<file path="src/rtl/rbf_pkg.sv">
package rbf_pkg;

  typedef struct packed {
    logic ferr;
    logic perr;
    logic par;
  } rx_stat_t;

  localparam int IRQ_N   = 3;
  localparam int IRQ_RPF = 0;
  localparam int IRQ_TCD = 1;
  localparam int IRQ_OVF = 2;

  function automatic logic [5:0] thresh_bytes(input logic [1:0] sel);
    case (sel)
      2'b00:   thresh_bytes = 6'd2;
      2'b01:   thresh_bytes = 6'd4;
      2'b10:   thresh_bytes = 6'd16;
      default: thresh_bytes = 6'd32;
    endcase
  endfunction

  function automatic logic [4:0] len_mask(input logic [1:0] sel);
    case (sel)
      2'b00:   len_mask = 5'h01;
      2'b01:   len_mask = 5'h03;
      2'b10:   len_mask = 5'h0F;
      default: len_mask = 5'h1F;
    endcase
  endfunction

endpackage

</file>
<file path="src/rtl/rbf_mem.sv">
module rbf_mem #(
  parameter  int DEPTH = 64,
  localparam int AW    = $clog2(DEPTH)
) (
  input  logic          clk,
  input  logic          we,
  input  logic          we_two,
  input  logic [AW-1:0] waddr,
  input  logic [7:0]    wdata0,
  input  logic [7:0]    wdata1,
  input  logic [AW-1:0] raddr,
  output logic [7:0]    rdata
);

  logic [7:0]    cells [DEPTH];
  logic [AW-1:0] waddr1;

  // second lane wraps naturally because DEPTH is a power of two
  assign waddr1 = waddr + AW'(1);

  always_ff @(posedge clk) begin
    if (we) cells[waddr] <= wdata0;
    if (we && we_two) cells[waddr1] <= wdata1;
  end

  assign rdata = cells[raddr];

endmodule

</file>
<file path="src/rtl/rbf_ctrl.sv">
module rbf_ctrl
  import rbf_pkg::*;
#(
  parameter  int DEPTH = 64,
  parameter  int CNTW  = 16,
  localparam int AW    = $clog2(DEPTH),
  localparam int PW    = AW + 1
) (
  input  logic            clk,
  input  logic            rst_n,
  input  logic            rx_valid,
  input  logic [7:0]      rx_data,
  input  rx_stat_t        rx_stat,
  input  logic [1:0]      cfg_thresh,
  input  logic            cfg_term_en,
  input  logic [7:0]      cfg_term_char,
  input  logic            cfg_stat_en,
  input  logic            cmd_rfrd,
  input  logic            cmd_rmc,
  input  logic            rd_ready,
  output logic            mem_we,
  output logic            mem_two,
  output logic [AW-1:0]   mem_waddr,
  output logic [7:0]      mem_wd0,
  output logic [7:0]      mem_wd1,
  output logic [AW-1:0]   rd_addr,
  output logic            rd_valid,
  output logic            evt_rpf,
  output logic            evt_tcd,
  output logic            evt_ovf,
  output logic [CNTW-1:0] blk_count
);

  // pointers carry one extra bit so that full and empty differ
  logic [PW-1:0]   wr_ptr, cm_ptr, rd_ptr, rel_ptr;
  logic [PW-1:0]   used, space, need, step, wr_next, pend_next, thr;
  logic [CNTW-1:0] acc, acc_sum;
  logic            accept, drop, is_term, end_c, hit, pop;

  always_comb begin
    used      = wr_ptr - rel_ptr;
    space     = PW'(DEPTH) - used;
    need      = cfg_stat_en ? PW'(2) : PW'(1);
    accept    = rx_valid && (space >= need);
    drop      = rx_valid && !accept;
    step      = accept ? need : '0;
    wr_next   = wr_ptr + step;
    acc_sum   = acc + CNTW'(step);
    is_term   = accept && cfg_term_en && (rx_data == cfg_term_char);
    end_c     = is_term || cmd_rfrd;
    pend_next = wr_next - cm_ptr;
    thr       = PW'(thresh_bytes(cfg_thresh));
    hit       = !end_c && (pend_next >= thr);
    pop       = rd_valid && rd_ready;
  end

  assign rd_valid  = (rd_ptr != cm_ptr);
  assign rd_addr   = rd_ptr[AW-1:0];
  assign mem_we    = accept;
  assign mem_two   = cfg_stat_en;
  assign mem_waddr = wr_ptr[AW-1:0];
  assign mem_wd0   = rx_data;
  assign mem_wd1   = {5'b0, rx_stat};

  always_ff @(posedge clk or negedge rst_n) begin
    if (!rst_n) begin
      wr_ptr    <= '0;
      cm_ptr    <= '0;
      rd_ptr    <= '0;
      rel_ptr   <= '0;
      acc       <= '0;
      blk_count <= '0;
      evt_rpf   <= 1'b0;
      evt_tcd   <= 1'b0;
      evt_ovf   <= 1'b0;
    end else begin
      wr_ptr  <= wr_next;
      if (end_c || hit) cm_ptr <= wr_next;
      if (pop) rd_ptr <= rd_ptr + PW'(1);
      if (cmd_rmc) rel_ptr <= rd_ptr;
      if (end_c) begin
        blk_count <= acc_sum;
        acc       <= '0;
      end else begin
        acc       <= acc_sum;
      end
      evt_rpf <= hit;
      evt_tcd <= end_c;
      evt_ovf <= drop;
    end
  end

  assert_space_bound_R2: assert property (@(posedge clk) disable iff (!rst_n)
    (wr_ptr - rel_ptr) <= PW'(DEPTH));

  assert_ovf_no_write_R2: assert property (@(posedge clk) disable iff (!rst_n)
    evt_ovf |-> (wr_ptr == $past(wr_ptr)));

  assert_rd_behind_commit_R9: assert property (@(posedge clk) disable iff (!rst_n)
    (cm_ptr - rd_ptr) <= (wr_ptr - rd_ptr));

  assert_end_beats_pool_R5: assert property (@(posedge clk) disable iff (!rst_n)
    !(evt_rpf && evt_tcd));

  assert_rd_hold_R9: assert property (@(posedge clk) disable iff (!rst_n)
    (rd_valid && !rd_ready) |=> (rd_valid && $stable(rd_addr)));

  assert_no_free_without_release_R10: assert property (@(posedge clk) disable iff (!rst_n)
    !cmd_rmc |=> ((wr_ptr - rel_ptr) >= $past(wr_ptr - rel_ptr)));

endmodule

</file>
<file path="src/rtl/rbf_irq.sv">
module rbf_irq #(
  parameter int N = 3
) (
  input  logic         clk,
  input  logic         rst_n,
  input  logic [N-1:0] set,
  input  logic         ack,
  output logic [N-1:0] flags
);

  for (genvar i = 0; i < N; i++) begin : g_bit
    always_ff @(posedge clk or negedge rst_n) begin
      if (!rst_n)      flags[i] <= 1'b0;
      else if (set[i]) flags[i] <= 1'b1;
      else if (ack)    flags[i] <= 1'b0;
    end

    assert_sticky_R11: assert property (@(posedge clk) disable iff (!rst_n)
      (flags[i] && !ack) |=> flags[i]);

    assert_set_wins_R11: assert property (@(posedge clk) disable iff (!rst_n)
      set[i] |=> flags[i]);
  end

endmodule

</file>
<file path="src/rtl/rx_block_fifo.sv">
module rx_block_fifo
  import rbf_pkg::*;
#(
  parameter  int POOL_BYTES = 32,
  parameter  int POOLS      = 2,
  parameter  int CNTW       = 16,
  localparam int DEPTH      = POOL_BYTES * POOLS,
  localparam int AW         = $clog2(DEPTH)
) (
  input  logic            clk,
  input  logic            rst_n,
  input  logic            rx_valid,
  output logic            rx_ready,
  input  logic [7:0]      rx_data,
  input  logic            rx_par,
  input  logic            rx_perr,
  input  logic            rx_ferr,
  input  logic [1:0]      cfg_thresh,
  input  logic            cfg_term_en,
  input  logic [7:0]      cfg_term_char,
  input  logic            cfg_stat_en,
  input  logic            cmd_rfrd,
  input  logic            cmd_rmc,
  output logic            rd_valid,
  input  logic            rd_ready,
  output logic [7:0]      rd_data,
  output logic            evt_rpf,
  output logic            evt_tcd,
  output logic            evt_ovf,
  output logic [2:0]      irq_flags,
  input  logic            irq_ack,
  output logic            irq,
  output logic [CNTW-1:0] blk_count,
  output logic [4:0]      blk_read_len
);

  rx_stat_t      stat;
  logic          mem_we, mem_two;
  logic [AW-1:0] mem_waddr, rd_addr;
  logic [7:0]    mem_wd0, mem_wd1;
  logic [IRQ_N-1:0] ev_vec;

  assign stat     = '{ferr: rx_ferr, perr: rx_perr, par: rx_par};
  assign rx_ready = 1'b1;

  rbf_ctrl #(.DEPTH(DEPTH), .CNTW(CNTW)) u_ctrl (
    .clk           (clk),
    .rst_n         (rst_n),
    .rx_valid      (rx_valid),
    .rx_data       (rx_data),
    .rx_stat       (stat),
    .cfg_thresh    (cfg_thresh),
    .cfg_term_en   (cfg_term_en),
    .cfg_term_char (cfg_term_char),
    .cfg_stat_en   (cfg_stat_en),
    .cmd_rfrd      (cmd_rfrd),
    .cmd_rmc       (cmd_rmc),
    .rd_ready      (rd_ready),
    .mem_we        (mem_we),
    .mem_two       (mem_two),
    .mem_waddr     (mem_waddr),
    .mem_wd0       (mem_wd0),
    .mem_wd1       (mem_wd1),
    .rd_addr       (rd_addr),
    .rd_valid      (rd_valid),
    .evt_rpf       (evt_rpf),
    .evt_tcd       (evt_tcd),
    .evt_ovf       (evt_ovf),
    .blk_count     (blk_count)
  );

  rbf_mem #(.DEPTH(DEPTH)) u_mem (
    .clk    (clk),
    .we     (mem_we),
    .we_two (mem_two),
    .waddr  (mem_waddr),
    .wdata0 (mem_wd0),
    .wdata1 (mem_wd1),
    .raddr  (rd_addr),
    .rdata  (rd_data)
  );

  always_comb begin
    ev_vec          = '0;
    ev_vec[IRQ_RPF] = evt_rpf;
    ev_vec[IRQ_TCD] = evt_tcd;
    ev_vec[IRQ_OVF] = evt_ovf;
  end

  rbf_irq #(.N(IRQ_N)) u_irq (
    .clk   (clk),
    .rst_n (rst_n),
    .set   (ev_vec),
    .ack   (irq_ack),
    .flags (irq_flags)
  );

  assign irq          = |irq_flags;
  assign blk_read_len = blk_count[4:0] & len_mask(cfg_thresh);

  assert_rd_data_hold_R9: assert property (@(posedge clk) disable iff (!rst_n)
    (rd_valid && !rd_ready) |=> $stable(rd_data));

  assert_events_onehot_R3: assert property (@(posedge clk) disable iff (!rst_n)
    $onehot0({evt_rpf, evt_tcd}));

endmodule

</file>
<file path="config.mk">
export PLATFORM = sky130hd
export DESIGN_NAME = rx_block_fifo
export DESIGN_NICKNAME = d
export VERILOG_FILES = /design/src/rtl/rbf_pkg.sv /design/src/rtl/rbf_mem.sv /design/src/rtl/rbf_ctrl.sv /design/src/rtl/rbf_irq.sv /design/src/rtl/rx_block_fifo.sv
export SDC_FILE = /design/constraint.sdc
export NUM_CORES = 1
export LEC_CHECK = 0
export BUFFER_PORTS_ARGS = -buffer_cell sky130_fd_sc_hd__clkbuf_2
export CORE_MARGIN = 3
export CORE_UTILIZATION = 39
export CTS_CLUSTER_SIZE = 24
export DETAILED_ROUTE_END_ITERATION = 6
export PLACE_DENSITY_LB_ADDON = 0.2
export SYNTH_ARGS = -nofsm -noshare
export SYNTH_HDL_FRONTEND = slang
export SYNTH_SLANG_ARGS = --single-unit
</file>
<file path="constraint.sdc">
create_clock -name clk -period 7.36 [get_ports clk]
set_input_delay 0.368 -clock clk [delete_from_list [all_inputs] [get_ports clk]]
set_output_delay 0.368 -clock clk [all_outputs]
set_load 0.005 [all_outputs]
</file>
==> results of run 1 <==
[sequential cells by signal, indices dropped and copies added (netlist names)]
name and count:
u_mem.cells 512, u_ctrl.acc 16, u_ctrl.blk_count 16, u_ctrl.cm_ptr 7
u_ctrl.rd_ptr 7, u_ctrl.rel_ptr 7, u_ctrl.wr_ptr 7, u_irq.flags 3
u_ctrl.evt_ovf 1, u_ctrl.evt_rpf 1, u_ctrl.evt_tcd 1
[power groups by stage]
stage	Sequential (mW)	Combinational, mW	Clock, mW
after global placement	4.78	4.85	0
after floorplan	4.45	3.66	0
final	4.76	5.00	3.30
after global routing	4.84	5.40	3.48
after CTS	4.75	4.97	3.36
after detailed placement	4.81	4.95	0
[metrics by stage]
step | power [mW] | setup WS [ps] | cell area, um2 | instances
after floorplan | 8.10 | 906 | 28500 | 2580
after global placement | 9.63 | 578 | 29400 | 3411
after detailed placement | 9.75 | 475 | 29400 | 3411
after CTS | 13.1 | 422 | 31600 | 3530
after global routing | 13.7 | 18.0 | 31600 | 3531
final | 13.1 | 532 | 31600 | 3535
[logic make-up (layout without fill, tap and decap cells)]
group	count (synthesis)	after routing	synth area share, %
compound gates	347	347	7.39
xor+xnor	52	52	1.64
fa+ha+maj	33	33	1.55
buf+inv	253	253	3.82
flops	578	578	48.4
mux	462	462	23.6
other cells	1	6	0.0131
simple gates	854	854	13.5
[cell usage in the layout, fill, tap and decap left out, types with 5 or more instances in the layout]
master                      netlist  final
sky130_fd_sc_hd__nor2_1         419    418
sky130_fd_sc_hd__dfxtp_1        320    320
sky130_fd_sc_hd__mux2i_1        281    281
sky130_fd_sc_hd__nand2_1        212    212
sky130_fd_sc_hd__edfxtp_1       192    192
sky130_fd_sc_hd__mux4_2         168    168
sky130_fd_sc_hd__o21ai_0        142    142
sky130_fd_sc_hd__clkbuf_16        0     69
sky130_fd_sc_hd__clkbuf_2         0     67
sky130_fd_sc_hd__a21oi_1         65     65
sky130_fd_sc_hd__o22ai_1         62     62
sky130_fd_sc_hd__dfrtp_1         66     62
sky130_fd_sc_hd__a22o_1          42     42
sky130_fd_sc_hd__buf_4            8     39
sky130_fd_sc_hd__xnor2_1         35     35
sky130_fd_sc_hd__and3_1          34     34
sky130_fd_sc_hd__or2_2           31     31
sky130_fd_sc_hd__ha_1            29     29
sky130_fd_sc_hd__nand3_1         28     28
sky130_fd_sc_hd__or3_1           26     26
sky130_fd_sc_hd__inv_1           25     25
sky130_fd_sc_hd__and2_1          23     23
sky130_fd_sc_hd__nor3_1          21     20
sky130_fd_sc_hd__xor2_1          16     16
sky130_fd_sc_hd__clkbuf_1       119     15
sky130_fd_sc_hd__o32ai_1         12     12
sky130_fd_sc_hd__nand2b_1        11     11
sky130_fd_sc_hd__nand4_1         11     11
sky130_fd_sc_hd__clkinv_2         0     10
sky130_fd_sc_hd__clkbuf_8         0      9
sky130_fd_sc_hd__mux2_2           8      8
sky130_fd_sc_hd__a21o_1           7      7
sky130_fd_sc_hd__nor2b_1          6      6
sky130_fd_sc_hd__nor3_2           5      6
sky130_fd_sc_hd__diode_2          0      5
sky130_fd_sc_hd__nor3_4           5      5
sky130_fd_sc_hd__mux2_1           5      5
[cells in the mapped netlist, types with 26 or more instances]
library cell	count	area share, %
sky130_fd_sc_hd__a21oi_1	65	1.1
sky130_fd_sc_hd__a22o_1	42	1.3
sky130_fd_sc_hd__and3_1	34	0.75
sky130_fd_sc_hd__buf_1	27	0.36
sky130_fd_sc_hd__buf_2	70	1.2
sky130_fd_sc_hd__clkbuf_1	119	1.6
sky130_fd_sc_hd__dfrtp_1	66	5.8
sky130_fd_sc_hd__dfxtp_1	320	22
sky130_fd_sc_hd__edfxtp_1	192	20
sky130_fd_sc_hd__ha_1	29	1.3
sky130_fd_sc_hd__mux2i_1	281	9.9
sky130_fd_sc_hd__mux4_2	168	13
sky130_fd_sc_hd__nand2_1	212	2.8
sky130_fd_sc_hd__nand3_1	28	0.49
sky130_fd_sc_hd__nor2_1	419	5.5
sky130_fd_sc_hd__o21ai_0	142	2.5
sky130_fd_sc_hd__o22ai_1	62	1.4
sky130_fd_sc_hd__or2_2	31	0.68
sky130_fd_sc_hd__or3_1	26	0.57
sky130_fd_sc_hd__xnor2_1	35	1.1
[layer usage]
metal	vias to the layer above	track usage (%)	share of wire (%)
met4	2	8.14	3.3
met5	-	0	0.014
met3	195	4.09	8.3
li1	9227	-	-
met1	10500	32.2	43
met2	1005	36.5	46
[worst paths after layout]
path                               startpoint            endpoint  slack, ps  cells past startpoint
max                          u_ctrl.wr_ptr[1]    u_ctrl.cm_ptr[5]        530                     25
min                                   irq_ack      u_irq.flags[2]         80                      3
max reg2reg                  u_ctrl.wr_ptr[1]    u_ctrl.cm_ptr[5]        530                     25
min reg2reg                u_mem.cells[10][3]  u_mem.cells[10][3]        450                      2
max in group asynchronous               rst_n    u_ctrl.rd_ptr[1]       6240                      3
min in group asynchronous               rst_n    u_ctrl.wr_ptr[0]        480                      3
[timing repair]
action,CTS,global route
gates resized for setup,0,1
endpoints found under the setup margin,0,6
hold buffers,1,0
endpoints found under the hold margin,66,0
[cell type report]
| type | count | area [um2] | area share (%) |
|---|---|---|---|
| Sequential cell | 578 | 13800 | 43.8 |
| Timing Repair Buffer | 109 | 684 | 2.17 |
| Inverter | 26 | 97.6 | 0.309 |
| Clock buffer | 95 | 1920 | 6.06 |
| Multi-Input combinational cell | 1749 | 13600 | 43.2 |
| Clock inverter | 23 | 233 | 0.736 |
| Tap cell | 950 | 1190 | 3.76 |
| Antenna cell | 5 | 12.5 | 0.0396 |
[critical path: stages (launching register included)]
cell and delay [ps]:
sky130_fd_sc_hd__dfrtp_1 580, sky130_fd_sc_hd__inv_1 240, sky130_fd_sc_hd__ha_1 340, sky130_fd_sc_hd__ha_1 180, sky130_fd_sc_hd__inv_1 80, sky130_fd_sc_hd__fa_1 460, sky130_fd_sc_hd__nand2b_1 160, sky130_fd_sc_hd__a21oi_1 150
sky130_fd_sc_hd__xnor2_1 110, sky130_fd_sc_hd__o211ai_1 150, sky130_fd_sc_hd__buf_6 400, sky130_fd_sc_hd__nand3_2 290, sky130_fd_sc_hd__fa_1 500, sky130_fd_sc_hd__xnor2_1 320, sky130_fd_sc_hd__ha_1 360, sky130_fd_sc_hd__a21oi_1 150
sky130_fd_sc_hd__nand2_1 90, sky130_fd_sc_hd__a21o_1 180, sky130_fd_sc_hd__a21oi_1 180, sky130_fd_sc_hd__xnor2_1 150, sky130_fd_sc_hd__ha_1 260, sky130_fd_sc_hd__nand2_1 60, sky130_fd_sc_hd__a21oi_1 40, sky130_fd_sc_hd__a2111oi_0 470
sky130_fd_sc_hd__nand2_1 360, sky130_fd_sc_hd__mux2_1 410
==> report_table.html, run 1 <==
<table>
<tr><th>Metric</th><th>Value</th></tr>
<tr><th colspan="2">Global routing</th></tr>
<tr><td>GR Overflow Total</td><td>0</td></tr>
<tr><td>Number of antenna violations at the first check in global routing</td><td>2</td></tr>
<tr><td>Maximum number of pins on one net before global-route repair</td><td>98</td></tr>
<tr><td>Via count of the first global-routing pass</td><td>approximately 21000</td></tr>
<tr><td>Global-route wire length before repair</td><td>136000 um</td></tr>
<tr><td>Global router's overall resource usage</td><td>between 20% and 30%</td></tr>
<tr><th colspan="2">Route</th></tr>
<tr><td>Total wirelength of the detailed-routed design</td><td>roughly 90000 um</td></tr>
<tr><td>Via count</td><td>21000</td></tr>
<tr><td>Number of design-rule violations left by the first detailed-router iteration</td><td>2388</td></tr>
<tr><td>Remaining antenna violation count after routing</td><td>0</td></tr>
<tr><td>DRC violations left</td><td>0</td></tr>
<tr><td>Router iterations before antenna repair</td><td>6</td></tr>
<tr><td>Post-DR wirelength/cell</td><td>25.4 um</td></tr>
<tr><td>Vias per Instance</td><td>approximately 6</td></tr>
<tr><th colspan="2">Clock network</th></tr>
<tr><td>Number of CTS-inserted buffers</td><td>67</td></tr>
<tr><td>TritonCTS clock tree</td><td>yes</td></tr>
<tr><td>Clk slew on worst S/H paths</td><td>~60 ps</td></tr>
<tr><td>Max Buffers Root-to-Sink</td><td>3</td></tr>
<tr><td>Clock latency at the later pin of the worst-skew pair</td><td>610 ps</td></tr>
<tr><td>H-Tree Depth</td><td>3</td></tr>
<tr><td>TritonCTS Sinks</td><td>578</td></tr>
<tr><td>Clock root buffer master</td><td>sky130_fd_sc_hd__clkbuf_16</td></tr>
<tr><td>Post-CTS setup buffers</td><td>0</td></tr>
<tr><th colspan="2">STA</th></tr>
<tr><td>Transition time at the pin with the least slew margin</td><td>1260 ps</td></tr>
<tr><td>Worst slew margin relative to its limit</td><td>approximately 15%</td></tr>
<tr><td>Setup Viol. Count Final</td><td>0</td></tr>
<tr><td>Number of failing hold endpoints at the final stage</td><td>0</td></tr>
<tr><td>Minimum clock period after layout</td><td>between 6000 and 7000 ps</td></tr>
<tr><td>Setup TNS Final</td><td>0 ps</td></tr>
<tr><td>Final Max Tran Viols</td><td>0</td></tr>
<tr><td>Ratio of final minimum period to clock period</td><td>92.8%</td></tr>
<tr><td>Unrepaired setup endpoints after global routing</td><td>no</td></tr>
<tr><td>Worst-case clock skew</td><td>32.8 ps</td></tr>
<tr><td>Achievable frequency</td><td>between 100 and 150 MHz</td></tr>
<tr><td>Worst Hold Margin</td><td>between 70 and 80 ps</td></tr>
<tr><th colspan="2">Worst setup path</th></tr>
<tr><td>Critical path class</td><td>flop to flop</td></tr>
<tr><td>Maximum fanout count along the critical path</td><td>47</td></tr>
<tr><td>Req. time, crit path</td><td>~7800 ps</td></tr>
<tr><td>Category of the worst setup path capture point</td><td>flop</td></tr>
<tr><td>Sort of element at the start of the critical path</td><td>flop</td></tr>
<tr><td>Arr. time, crit path</td><td>7310 ps</td></tr>
<tr><th colspan="2">Synth</th></tr>
<tr><td>Number of cells produced by synthesis</td><td>2580</td></tr>
<tr><td>Net count after synthesis</td><td>2643</td></tr>
<tr><td>Post-synth top flop</td><td>sky130_fd_sc_hd__dfxtp_1</td></tr>
<tr><td>Mean area per synthesized cell</td><td>11.1 um2</td></tr>
<tr><td>Async set or reset register ratio after synthesis</td><td>about 11%</td></tr>
<tr><td>Number of enable-type register cells in the synthesized netlist</td><td>192</td></tr>
<tr><td>Cell Area, Synth</td><td>28500 um2</td></tr>
<tr><td>Sequential area share after synthesis</td><td>about half</td></tr>
<tr><td>Netlist cell types</td><td>63</td></tr>
<tr><td>Ys Warns</td><td>0</td></tr>
<tr><td>Count of state elements after synthesis</td><td>578</td></tr>
<tr><th colspan="2">Floorplan</th></tr>
<tr><td>Std-Cell Rows</td><td>98</td></tr>
<tr><td>Chip Height</td><td>277 um</td></tr>
<tr><td>Ports</td><td>68</td></tr>
<tr><td>Initial core utilization</td><td>39.6%</td></tr>
<tr><td>Core Area</td><td>just over 70000 um2</td></tr>
<tr><td>Floorplan die area</td><td>roughly 76000 um2</td></tr>
<tr><td>Die width</td><td>approximately 280 um</td></tr>
<tr><th colspan="2">Placed design</th></tr>
<tr><td>Detailed placer's ending HPWL</td><td>61100 um</td></tr>
<tr><td>Number of buffers added on ports</td><td>66</td></tr>
<tr><td>RD Place Congestion</td><td>0.903</td></tr>
<tr><th colspan="2">Power</th></tr>
<tr><td>Int Power</td><td>approximately 8.2 mW</td></tr>
<tr><td>Fraction of power consumed by combinational cells</td><td>38.3%</td></tr>
<tr><td>Max rail drop VDD</td><td>0.000399 V</td></tr>
<tr><td>Leakage</td><td>~12 nW</td></tr>
<tr><td>P_sw</td><td>4.87 mW</td></tr>
<tr><td>Power share of the clock group</td><td>25.3%</td></tr>
<tr><td>Switching power share of the total</td><td>a little under two fifths</td></tr>
<tr><td>Power share of the sequential group</td><td>36.4%</td></tr>
<tr><td>Power density over the cells</td><td>413 nW/um2</td></tr>
<tr><th colspan="2">Min path</th></tr>
<tr><td>Worst min-delay path category</td><td>primary input to flop</td></tr>
<tr><th colspan="2">Run status</th></tr>
<tr><td>Run status</td><td>complete, no violations</td></tr>
<tr><th colspan="2">Finish</th></tr>
<tr><td>Final core utilization</td><td>between 40% and 50%</td></tr>
<tr><td>Number of nets in the layout</td><td>about 2600</td></tr>
<tr><td>Proportion of layout cells with a drive suffix above 1</td><td>17.3%</td></tr>
<tr><td>P&amp;R area growth vs syn</td><td>10.8%</td></tr>
<tr><td>Fill cell instance count of the final layout</td><td>6633</td></tr>
<tr><th colspan="2">Job</th></tr>
<tr><td>Max Cap Violations</td><td>0</td></tr>
</table>
Power figures use the tool's default switching activity.
==> inputs of run 2 (changes only) <==
- CORE_ASPECT_RATIO: default -> 1.1
==> run 2 against run 1 <==
Net effect: sequential power increased by 2%; critical endpoint is now u_ctrl.cm_ptr[6]; wire length is 0.86% higher; highest routed layer unchanged; sequential cell count did not move; global-route usage increased by 0.20 points; count of clock-buffer cells in the layout is 7 higher; critical path depth rose by 4; sequential share of layout area about the same; cell count down 0.23%; via count shrank 0.21%.
==> report_table.html, run 2 (synthesis results as in run 1) <==
<table>
<tr><th>Metric</th><th>Value</th></tr>
<tr><th colspan="2">Floorplan</th></tr>
<tr><td>Core Area</td><td>72200 um2</td></tr>
<tr><td>Initial core utilization</td><td>39.5%</td></tr>
<tr><td>Ports</td><td>68</td></tr>
<tr><td>Floorplan die area</td><td>76500 um2</td></tr>
<tr><td>Die width</td><td>264 um</td></tr>
<tr><td>Chip Height</td><td>290 um</td></tr>
<tr><td>Std-Cell Rows</td><td>103</td></tr>
<tr><th colspan="2">Worst setup path</th></tr>
<tr><td>Arr. time, crit path</td><td>roughly 7100 ps</td></tr>
<tr><td>Maximum fanout count along the critical path</td><td>14</td></tr>
<tr><td>Cell repeated most along the worst path</td><td>sky130_fd_sc_hd__ha_1</td></tr>
<tr><td>Critical path class</td><td>flop to flop</td></tr>
<tr><td>Cell family contributing the most delay on the critical path</td><td>adder cells</td></tr>
<tr><td>Req. time, crit path</td><td>a little under 8000 ps</td></tr>
<tr><td>Sort of element at the start of the critical path</td><td>flop</td></tr>
<tr><td>Max stage delay on crit path</td><td>590 ps</td></tr>
<tr><td>Buffer and inverter count on the worst path</td><td>5</td></tr>
<tr><td>Critical path's slowest cell</td><td>sky130_fd_sc_hd__dfrtp_1</td></tr>
<tr><td>Category of the worst setup path capture point</td><td>flop</td></tr>
<tr><th colspan="2">Global routing</th></tr>
<tr><td>Global-route wire length before repair</td><td>135000 um</td></tr>
<tr><td>Number of antenna violations at the first check in global routing</td><td>5</td></tr>
<tr><td>Maximum number of pins on one net before global-route repair</td><td>99</td></tr>
<tr><td>GR Overflow Total</td><td>0</td></tr>
<tr><td>Global router's overall resource usage</td><td>23.4%</td></tr>
<tr><td>Via count of the first global-routing pass</td><td>about 21000</td></tr>
<tr><th colspan="2">STA</th></tr>
<tr><td>Final Max Tran Viols</td><td>0</td></tr>
<tr><td>Worst Hold Margin</td><td>about 65 ps</td></tr>
<tr><td>Worst slew margin relative to its limit</td><td>around a fifth</td></tr>
<tr><td>Achievable frequency</td><td>150 MHz</td></tr>
<tr><td>Minimum clock period after layout</td><td>6660 ps</td></tr>
<tr><td>Setup Viol. Count Final</td><td>0</td></tr>
<tr><td>Number of failing hold endpoints at the final stage</td><td>0</td></tr>
<tr><td>Transition time at the pin with the least slew margin</td><td>1220 ps</td></tr>
<tr><td>Ratio of final minimum period to clock period</td><td>around nine tenths</td></tr>
<tr><td>Setup TNS Final</td><td>0 ps</td></tr>
<tr><td>Worst-case clock skew</td><td>slightly above 40 ps</td></tr>
<tr><td>Unrepaired setup endpoints after global routing</td><td>no</td></tr>
<tr><th colspan="2">Route</th></tr>
<tr><td>Post-DR wirelength/cell</td><td>25.7 um</td></tr>
<tr><td>DRC violations left</td><td>0</td></tr>
<tr><td>Number of design-rule violations left by the first detailed-router iteration</td><td>approximately 2300</td></tr>
<tr><td>Via count</td><td>20900</td></tr>
<tr><td>Router iterations before antenna repair</td><td>6</td></tr>
<tr><td>Vias per Instance</td><td>5.93</td></tr>
<tr><td>Remaining antenna violation count after routing</td><td>0</td></tr>
<tr><td>Total wirelength of the detailed-routed design</td><td>90500 um</td></tr>
<tr><th colspan="2">Finish</th></tr>
<tr><td>Proportion of layout cells with a drive suffix above 1</td><td>17.0%</td></tr>
<tr><td>Most frequent cells in the layout</td><td>sky130_fd_sc_hd__nor2_1, sky130_fd_sc_hd__dfxtp_1, sky130_fd_sc_hd__mux2i_1</td></tr>
<tr><td>Number of nets in the layout</td><td>2591</td></tr>
<tr><td>Most common library cell in the layout ignoring fill and taps</td><td>sky130_fd_sc_hd__nor2_1</td></tr>
<tr><td>Biggest register</td><td>u_mem.cells</td></tr>
<tr><td>Largest register FFs</td><td>512</td></tr>
<tr><td>P&amp;R area growth vs syn</td><td>10.8%</td></tr>
<tr><td>Regs by FF count</td><td>u_mem.cells: 512 flops, u_ctrl.acc: 16 flops, u_ctrl.blk_count: 16 flops</td></tr>
<tr><th colspan="2">Power</th></tr>
<tr><td>Power, Total</td><td>13.1 mW</td></tr>
<tr><td>Power density over the cells</td><td>414 nW/um2</td></tr>
<tr><td>Leakage</td><td>12.3 nW</td></tr>
<tr><td>Max rail drop VDD</td><td>between 0.0003 and 0.0004 V</td></tr>
<tr><th colspan="2">Placed design</th></tr>
<tr><td>Number of buffers added on ports</td><td>66</td></tr>
<tr><td>Detailed placer's ending HPWL</td><td>around 60000 um</td></tr>
<tr><td>RD Place Congestion</td><td>0.901</td></tr>
<tr><th colspan="2">Clock network</th></tr>
<tr><td>Clk slew on worst S/H paths</td><td>60 ps</td></tr>
<tr><td>Max Buffers Root-to-Sink</td><td>3</td></tr>
<tr><td>Clock root buffer master</td><td>sky130_fd_sc_hd__clkbuf_16</td></tr>
<tr><td>TritonCTS clock tree</td><td>yes</td></tr>
<tr><td>Number of CTS-inserted buffers</td><td>66</td></tr>
<tr><td>TritonCTS Sinks</td><td>between 500 and 600</td></tr>
<tr><td>Clock latency at the later pin of the worst-skew pair</td><td>620 ps</td></tr>
<tr><td>H-Tree Depth</td><td>3</td></tr>
<tr><th colspan="2">Min path</th></tr>
<tr><td>Worst min-delay path category</td><td>primary input to flop</td></tr>
<tr><th colspan="2">Job</th></tr>
<tr><td>Max Cap Violations</td><td>0</td></tr>
<tr><th colspan="2">Run status</th></tr>
<tr><td>Run status</td><td>complete, no violations</td></tr>
</table>
run 2: layout make-up:
class	instances	area, um2
multi-input combinational	1749	13600
antenna	3	7.51
clock inverter	17	169
clock buffer	102	2040
tap	945	1180
sequential	578	13800
timing repair buffer	107	657
inverter	26	97.6
fill	6705	40500
run 2: path summary, 6_finish.rpt:
check / from / to / slack [ps] / cells past startpoint
max: u_ctrl.wr_ptr[1] / u_ctrl.cm_ptr[6] / 700 / 29
min: irq_ack / u_irq.flags[0] / 60 / 3
max reg2reg: u_ctrl.wr_ptr[1] / u_ctrl.cm_ptr[6] / 700 / 29
min reg2reg: u_mem.cells[10][4] / u_mem.cells[10][4] / 450 / 2
max in group asynchronous: rst_n / u_ctrl.rd_ptr[2] / 6220 / 3
min in group asynchronous: rst_n / u_ctrl.blk_count[3] / 500 / 3
run 2: stage by stage:
stage | utilization, % | area [um2] | setup WS (ps) | cells
global placement | 40.7 | 29400 | 648 | 3403
global route | 43.8 | 31600 | 184 | 3524
detailed placement | 40.7 | 29400 | 523 | 3403
floorplan | - | 28500 | 906 | 2580
CTS | 43.8 | 31600 | 484 | 3523
finish | 43.8 | 31600 | 697 | 3527
run 2: layer usage:
| metal | GRT usage (%) | routed length, um | vias up | part of all wire (%) |
|---|---|---|---|---|
| li1 | - | - | 9215 | - |
| met1 | 30.2 | 36400 | 10500 | 40 |
| met2 | 38.6 | 42700 | 984 | 47 |
| met3 | 4.56 | 8010 | 199 | 8.8 |
| met4 | 9.79 | 3480 | 2 | 3.8 |
| met5 | 0 | 11 | - | 0.012 |
run 2: worst reg2reg max path: cells and delay by family, from the launching register on:
family                     cells  cell delay (ps)
adders and majority gates      7             2250
AOI/OAI and AO/OA              7             1340
buffers and inverters          5              790
and+or+nand+nor                6              710
DFF                            1              590
xor gates and xnor gates       3              570
muxes                          1              310
run 2: power by group:
group | leakage, nW | switching, mW | internal [mW]
Sequential | 5.22 | 0.747 | 4.13
Clock | 1.09 | 1.33 | 2.02
Combinational | 5.99 | 2.79 | 2.10
run 2: repair_timing:
action	4_1_cts	5_1_grt
buffers inserted	0	1
resized for setup	0	1
setup endpoints to repair	0	6
endpoints found under the hold margin	65	0
hold buffers	1	0
